==> src/rtl/cmseq_pkg.sv <==
package cmseq_pkg;

    typedef enum logic [1:0] {
        MODE_STD = 2'd0,
        MODE_CMP = 2'd1,
        MODE_ONE = 2'd2
    } mode_e;

    typedef enum logic [1:0] {
        FMT_W32  = 2'd0,
        FMT_C10  = 2'd1,
        FMT_C16  = 2'd2,
        FMT_CIMM = 2'd3
    } fmt_e;

endpackage

==> src/rtl/cmseq_classify.sv <==
module cmseq_classify
    import cmseq_pkg::*;
#(
    parameter int HW_W   = 16,
    parameter int OPC_W  = 5,
    parameter int CMAJ_W = 3
) (
    input  logic [HW_W-1:0]  half,
    input  mode_e            mode,
    input  logic             pend,
    input  logic [OPC_W-1:0] major_op,
    output logic             single,
    output fmt_e             fmt,
    output mode_e            nxt_mode
);

    localparam int OPC_LSB  = HW_W - OPC_W;
    localparam int CMAJ_MSB = OPC_LSB - 1;
    localparam int CMAJ_LSB = OPC_LSB - CMAJ_W;

    logic              n_bit;
    logic              m_bit;
    logic              exempt;
    logic              entry_hit;
    logic [CMAJ_W-1:0] cmaj;

    always_comb begin
        n_bit     = half[HW_W-1];
        m_bit     = half[0];
        cmaj      = half[CMAJ_MSB:CMAJ_LSB];
        exempt    = (cmaj == CMAJ_W'(1)) || (cmaj == {CMAJ_W{1'b1}});
        entry_hit = (half[HW_W-1:OPC_LSB] == major_op);

        single   = 1'b0;
        fmt      = FMT_W32;
        nxt_mode = mode;

        case (mode)
            MODE_CMP: begin
                single = 1'b1;
                fmt    = (!exempt && n_bit && m_bit) ? FMT_CIMM : FMT_C16;
                if (!exempt) begin
                    case ({n_bit, m_bit})
                        2'b00:   nxt_mode = MODE_STD;
                        2'b10:   nxt_mode = MODE_ONE;
                        default: nxt_mode = MODE_CMP;
                    endcase
                end
            end
            MODE_STD: begin
                if (!pend && entry_hit) begin
                    single = 1'b1;
                    fmt    = FMT_C10;
                    if (!exempt && m_bit) begin
                        nxt_mode = MODE_CMP;
                    end
                end
            end
            MODE_ONE: begin
                if (pend) begin
                    nxt_mode = MODE_CMP;
                end
            end
            default: nxt_mode = MODE_STD;
        endcase
    end

endmodule

==> src/rtl/cmseq_outreg.sv <==
module cmseq_outreg
    import cmseq_pkg::*;
#(
    parameter int DW = 32
) (
    input  logic          clk,
    input  logic          rst_n,
    input  logic          flush,
    input  logic          load,
    input  logic [DW-1:0] load_data,
    input  fmt_e          load_fmt,
    input  logic          out_ready,
    output logic          free,
    output logic          out_valid,
    output logic [DW-1:0] out_data,
    output fmt_e          out_fmt
);

    typedef struct packed {
        logic          vld;
        logic [DW-1:0] data;
        fmt_e          fmt;
    } oreg_t;

    oreg_t o_d;
    oreg_t o_q;

    always_comb begin
        o_d = o_q;
        if (flush) begin
            o_d.vld = 1'b0;
        end else if (load) begin
            o_d.vld  = 1'b1;
            o_d.data = load_data;
            o_d.fmt  = load_fmt;
        end else if (out_ready) begin
            o_d.vld = 1'b0;
        end
    end

    always_ff @(posedge clk or negedge rst_n) begin
        if (!rst_n) begin
            o_q <= '{vld: 1'b0, data: '0, fmt: FMT_W32};
        end else begin
            o_q <= o_d;
        end
    end

    assign free      = !o_q.vld || out_ready;
    assign out_valid = o_q.vld;
    assign out_data  = o_q.data;
    assign out_fmt   = o_q.fmt;

endmodule

==> src/rtl/cmode_seq.sv <==
module cmode_seq
    import cmseq_pkg::*;
#(
    parameter int HW_W   = 16,
    parameter int OPC_W  = 5,
    parameter int CMAJ_W = 3
) (
    input  logic              clk,
    input  logic              rst_n,
    input  logic              flush,
    input  logic [OPC_W-1:0]  major_op,
    input  logic              in_valid,
    input  logic [HW_W-1:0]   in_half,
    output logic              in_ready,
    output logic              out_valid,
    output logic [2*HW_W-1:0] out_insn,
    output logic [1:0]        out_fmt,
    input  logic              out_ready
);

    localparam int IW = 2 * HW_W;

    typedef struct packed {
        mode_e           mode;
        logic            pend;
        logic [HW_W-1:0] hold;
    } seq_st_t;

    seq_st_t st_d;
    seq_st_t st_q;

    logic          cls_single;
    fmt_e          cls_fmt;
    mode_e         cls_nxt;
    logic          ob_free;
    logic          ob_load;
    logic [IW-1:0] ob_data;
    fmt_e          ob_fmt;
    fmt_e          ob_out_fmt;
    logic          accept;

    cmseq_classify #(
        .HW_W   (HW_W),
        .OPC_W  (OPC_W),
        .CMAJ_W (CMAJ_W)
    ) cls_i (
        .half     (in_half),
        .mode     (st_q.mode),
        .pend     (st_q.pend),
        .major_op (major_op),
        .single   (cls_single),
        .fmt      (cls_fmt),
        .nxt_mode (cls_nxt)
    );

    always_comb begin
        st_d     = st_q;
        ob_load  = 1'b0;
        ob_data  = '0;
        ob_fmt   = FMT_W32;
        in_ready = !flush && ob_free;
        accept   = in_valid && in_ready;

        if (flush) begin
            st_d.mode = MODE_STD;
            st_d.pend = 1'b0;
        end else if (accept) begin
            st_d.mode = cls_nxt;
            if (cls_single) begin
                ob_load = 1'b1;
                ob_data = {{HW_W{1'b0}}, in_half};
                ob_fmt  = cls_fmt;
            end else if (!st_q.pend) begin
                st_d.pend = 1'b1;
                st_d.hold = in_half;
            end else begin
                st_d.pend = 1'b0;
                ob_load   = 1'b1;
                ob_data   = {st_q.hold, in_half};
                ob_fmt    = FMT_W32;
            end
        end
    end

    always_ff @(posedge clk or negedge rst_n) begin
        if (!rst_n) begin
            st_q <= '{mode: MODE_STD, pend: 1'b0, hold: '0};
        end else begin
            st_q <= st_d;
        end
    end

    cmseq_outreg #(
        .DW (IW)
    ) oreg_i (
        .clk       (clk),
        .rst_n     (rst_n),
        .flush     (flush),
        .load      (ob_load),
        .load_data (ob_data),
        .load_fmt  (ob_fmt),
        .out_ready (out_ready),
        .free      (ob_free),
        .out_valid (out_valid),
        .out_data  (out_insn),
        .out_fmt   (ob_out_fmt)
    );

    assign out_fmt = ob_out_fmt;

endmodule

==> config.mk <==
export PLATFORM = sky130hd
export DESIGN_NAME = cmode_seq
export DESIGN_NICKNAME = d
export VERILOG_FILES = /design/src/rtl/cmseq_pkg.sv /design/src/rtl/cmseq_classify.sv /design/src/rtl/cmseq_outreg.sv /design/src/rtl/cmode_seq.sv
export SDC_FILE = /design/constraint.sdc
export NUM_CORES = 1
export LEC_CHECK = 0
export BUFFER_PORTS_ARGS = -buffer_cell sky130_fd_sc_hd__clkbuf_2
export CAP_MARGIN = 20
export CORE_MARGIN = 1.5
export CORE_UTILIZATION = 45
export DETAILED_ROUTE_END_ITERATION = 16
export PLACE_DENSITY = 0.7
export SYNTH_ARGS = -nofsm -noshare
export SYNTH_HDL_FRONTEND = slang
export SYNTH_SLANG_ARGS = --single-unit
==> constraint.sdc <==
create_clock -name clk -period 1.88 [get_ports clk]
set_input_delay 0.282 -clock clk [delete_from_list [all_inputs] [get_ports clk]]
set_output_delay 0.282 -clock clk [all_outputs]
set_load 0.03 [all_outputs]
After elaboration in Yosys (flattened, before gate mapping)
Index checks and enable logic that the tools add are counted.

cells by class
  bitwise logic cells = 3
  muxes and demuxes = 28
  eq/ne operators = 11
  reductions and logical operators = 20

operator list
  cell                count
  $mux 32             3
  $mux 19             1
  $mux 17             1
  $mux 16             1
  $mux 2              6
  $mux 1              11
  $pmux 2 s2          2
  $logic_and 1x1->1   6
  $ne 3x2->1 const B  2
  $ne 3x3->1 const B  2
  $pmux 2 s3          1
  $eq 5x5->1          1
  $reduce_and 5->1    1
  $eq 2x2->1 const B  2
  $logic_not 1->1     4
  $logic_not 2->1     2
  $reduce_and 2->1    2
  $reduce_and 4->1    1
  $eq 3x1->1 const B  1
  $eq 3x3->1 const B  1
  $mux 3              1
  $not 1->1           3
  $reduce_bool 3->1   1
  $eq 2x1->1 const B  1
  4 further kinds     5

storage, ports and cells
  input port bits = 26
  register bits after elaboration = 54
  logic and storage cells = 68
  output and inout port bits = 36

Depth between registers and ports, before layout
  depth in word-level cells = 9
  depth in mapped cells = 6
  gate-level depth less buffers = 5

By module
A second synthesis with hierarchy kept.

unflattened totals
  cell total of the unflattened synthesis = 187
  area total of the unflattened synthesis = 2627.5 sq um

modules (own cells, without submodules)
  module          sequential area each (sq um)  cells an instance  area each (sq um)  instances
  cmseq_outreg    875.8                         77                 1471.4             1
  cmode_seq       475.5                         89                 991.0              1
  cmseq_classify  0.0                           21                 165.2              1

Worst setup path before layout
No wires, ideal clock.

  kind = register to register
  start point = register oreg_i.o_q, in the netlist oreg_i.out_valid
  end point = register st_q[0] in the netlist's numbering
  slack = -0.040 ns
  library setup time = 0.125 ns
  cell stages (with the launch flop) = 7
  buffers on the path = 2
  clock period less this slack = 1.920 ns
  arrival time = 1.795 ns
  data required time = 1.755 ns
  path through = dfrtp_1 > nor2b_4 > or3b_1 > buf_2 > nor2_8 > buf_6 > mux2_2

on the way
  cells in the longest elaborated chain, start to end = 5

RTL lines
  item                               RTL line            text
  start, declared                    cmseq_outreg.sv:26  oreg_t o_q;
  start signal, assigned             cmseq_outreg.sv:43  o_q <= '{vld: 1'b0, data: '0, fmt: FMT_W32};
  $logic_not 1->1                    cmseq_outreg.sv:49  assign free = !o_q.vld || out_ready;
  $logic_or 1x1->1                   cmseq_outreg.sv:49
  $logic_and 1x1->1                  cmode_seq.sv:61     in_ready = !flush && ob_free;
  $logic_and 1x1->1                  cmode_seq.sv:62     accept = in_valid && in_ready;
  $reduce_and 4->1 (no source line)  --
  end signal, assigned               cmode_seq.sv:87     st_q <= '{mode: MODE_STD, pend: 1'b0, hold: '0};
  end signal, assigned               cmode_seq.sv:89     st_q <= st_d;
  end, declared                      cmode_seq.sv:30     seq_st_t st_q;

Every way passes these cells.
A chain may end at the register's enable or synchronous reset.

Final worst setup path
  start point = register oreg_i.o_q, in the netlist oreg_i.out_valid
  end point = register st_q[12] in the netlist's numbering

The elaborated chain is that of the path after synthesis.

==> run_results.csv <==
group,metric,value,unit
run_status,status,"complete, no violations",
place,dpl_cell_area,2740,µm²
worst_setup_path,crit_path_max_fanout,16,
synth,ys.flop_type,"dfrtp_1",
clock_tree,cts.sinks,54,
worst_setup_path,crit_type,"register to register",
flow_run,maxCapViolCount,0,
clock_tree,cts_setup_buffers,0,
routing,avgRoutedWirePerCell,14.8,µm
synth,synth_compound_area_frac,0.108,
power_and_ir_drop,leakage,1.42,nW
power_and_ir_drop,finalPower,3.97,mW
hold_path,hold_depth,2,
clock_tree,worstSkewPairLatency,0.31,ns
global_route,grt_max_degree,55,
timing,hold_ws,0.208,ns
worst_setup_path,cp_cell_sequence,"nor2b_4, or3b_1, nor2_8, mux2_2",
final_layout,num-nets-final,252,
timing,tns,0,ns
timing,fin_crit_sh,0.961,
hold_path,hp-class,"primary input to register",
global_route,grt_first_pass_wirelength,7090,µm
timing,report.final.slew_viol_count,0,
clock_tree,cts_max_path_buffers,2,
synth,synth_mux_area_frac,0.178,
synth,synth_cell_types,31,
global_route,grt_overflow,0,
timing,hold_viol_final,0,
global_route,grt_pass1_vias,1476,
global_route,use_met1,0.258,
routing,via_per_inst,4.96,
place,place_hpwl,3090,µm
clock_tree,postCtsResizedCells,0,
routing,antenna_violating_nets_post_route,0,
routing,wirelength,4360,µm
worst_setup_path,cp.depth,4,
synth,yosys_warnings,0,
floorplanning,die_h,74.2,µm
global_route,use_met3,0.0515,
timing,slew_headroom,0.773,
worst_setup_path,end_kind,"register",
timing,clock.fmax,553,MHz
clock_tree,cts-root-buf,"clkbuf_8",
final_layout,postLayoutCellArea,2840,µm²
timing,tightest_slew,0.337,ns
floorplanning,io_pins,62,
synth,syn_nets,176,
global_route,grt_use_total,0.173,
global_route,grt_antenna_before_repair,0,
routing,drt_iter0_drc,70,
synth,syn_avg_cell_area,15.2,µm²
final_layout,utilization,0.594,
final_layout,syn_to_final_growth,24.8,%
clock_tree,cts_tree,"yes",
synth,yosys.area_share.simple,0.0741,
final_layout,n_antenna_cell,0,
synth,async_reset_ff_frac,1.00,
timing,period_minus_slack,1.81,ns
synth,syn-cell-area,2280,µm²
synth,ys_top_cells_by_count,"dfrtp_1, mux2_2, a22o_1",
floorplanning,core_area,4790,µm²
worst_setup_path,reg2reg_depth,4,
worst_setup_path,cp.buffers_inverters,0,
worst_setup_path,slowest_delay,0.46,ns
timing,setup_viol_count_final,0,
place,io_buffers,61,
synth,synth.most_common_cell,"dfrtp_1",
synth,synth_top_family_by_area,"multiplexers",
global_route,grt_use_met2,0.240,
floorplanning,initial_core_util,0.476,
final_layout,final_cells,294,
place,gp_congestion,0.869,
timing,fin_skew,0.00678,ns
worst_setup_path,cp_slowest_cell,"or3b_1",
power_and_ir_drop,powerDensity,1400,nW/µm²
place,dp.cells,285,
clock_tree,cts_buffers,5,
synth,synthAdderAreaFrac,0,
place,place_ws,-0.000409,ns
synth,synth-seq-cells,54,
routing,first_pass_iters,4,
timing,setup_ws,0.0728,ns
synth,synthesis.instances,150,
timing,rsz0062_at_grt,"false",
floorplanning,fp-row-count,25,
routing,drc,0,
final_layout,drive_gt1_frac,0.537,
synth,yosysTopAreaCell,"dfrtp_1",
clock_tree,h-tree-depth,2,
power_and_ir_drop,peakVddDrop,0.724,mV
synth,ys_seq_area_frac,0.593,
worst_setup_path,crit_family,"simple AND/OR/NAND/NOR gates",
routing,num_vias,1457,
worst_setup_path,start_kind,"register",
floorplanning,die_x,74.2,µm
floorplanning,die-area,5500,µm²
worst_setup_path,crit_required,2.09,ns
synth,synth_edf_count,0,
global_route,grt.busiest_layer,"met1",
synth,synth_xor_area_frac,0.0231,
clock_tree,clkTransAtPathRegs,0.10,ns
synth,synth_top_area_frac,0.593,
worst_setup_path,crit_arrival,2.01,ns
synth,synth_top_cells_by_area,"dfrtp_1, mux2_2, mux2_4",
==> registers in the layout, summed over array words and instances, names as in the netlist <==
register,count
oreg_i.out_data,32
st_q,19
oreg_i.out_fmt,2
oreg_i.out_valid,1
==> per-layer routing <==
layer	part of all wire	vias up
met5	0	-
met4	0.014	0
met3	0.053	6
met2	0.44	38
met1	0.49	712
li1	-	701
==> what timing repair did <==
action	CTS	global route
setup endpoints to repair	0	0
hold buffers	1	0
endpoints found under the hold margin	54	0
==> cells in the final DEF, fill, tap and decap left out, drive strengths merged <==
| master | netlist | routed |
|---|---|---|
| clkbuf | 0 | 66 |
| dfrtp | 54 | 54 |
| mux2 | 32 | 32 |
| a22o | 18 | 18 |
| buf | 6 | 13 |
| xor2 | 5 | 5 |
| nor2 | 5 | 5 |
| o21ai | 4 | 4 |
| nand2 | 4 | 4 |
| nand3 | 2 | 2 |
| a21oi | 2 | 2 |
| a211oi | 2 | 2 |
| nand2b | 2 | 2 |
| clkinvlp | 0 | 2 |
| nor2b | 2 | 2 |
| nor3 | 2 | 2 |
| inv | 1 | 2 |
| or3b | 1 | 1 |
| nor4 | 1 | 1 |
| a211o | 1 | 1 |
| nor3b | 1 | 1 |
| xnor2 | 1 | 1 |
| a22oi | 1 | 1 |
| a21o | 1 | 1 |
| nand3b | 1 | 1 |
| a311o | 1 | 1 |
| dlygate4sd3 | 0 | 1 |
==> path summary, 6_finish.rpt <==
kind / from / endpoint / slack (ns)
setup / recovery: oreg_i.out_valid / st_q[12] / 0.07
hold / removal: in_half[5] / oreg_i.out_data[5] / 0.21
setup reg to reg: oreg_i.out_valid / st_q[12] / 0.07
hold reg to reg: st_q[2] / oreg_i.out_data[18] / 0.49
max in group asynchronous: rst_n / oreg_i.out_valid / 1.13
min in group asynchronous: rst_n / oreg_i.out_data[11] / 0.48
==> power breakdown <==
group / switching [mW] / internal [mW]
registers: 0.223 / 1.55
logic: 0.913 / 0.616
clock network: 0.400 / 0.267
total: 1.54 / 2.43
==> logic make-up after synthesis <==
group | after synthesis
xor gates and xnor gates | 6
AOI/OAI and AO/OA | 30
DFF | 54
muxes | 32
and+or+nand+nor | 21
buffers and inverters | 7
==> worst register-to-register path, cell delays in order (launching register included) <==
cell,delay (ns)
dfrtp_2,0.41
nor2b_4,0.12
or3b_1,0.46
nor2_8,0.33
mux2_2,0.38
==> area by class of cell <==
cell class,instances,area (µm²)
fill,405,1940
clock inverter,3,23.8
sequential,54,1350
timing repair buffer,75,438
inverter,1,3.75
clock buffer,5,68.8
tap,67,83.8
multi-input combinational,89,872
(Power assumes the default switching activity.)
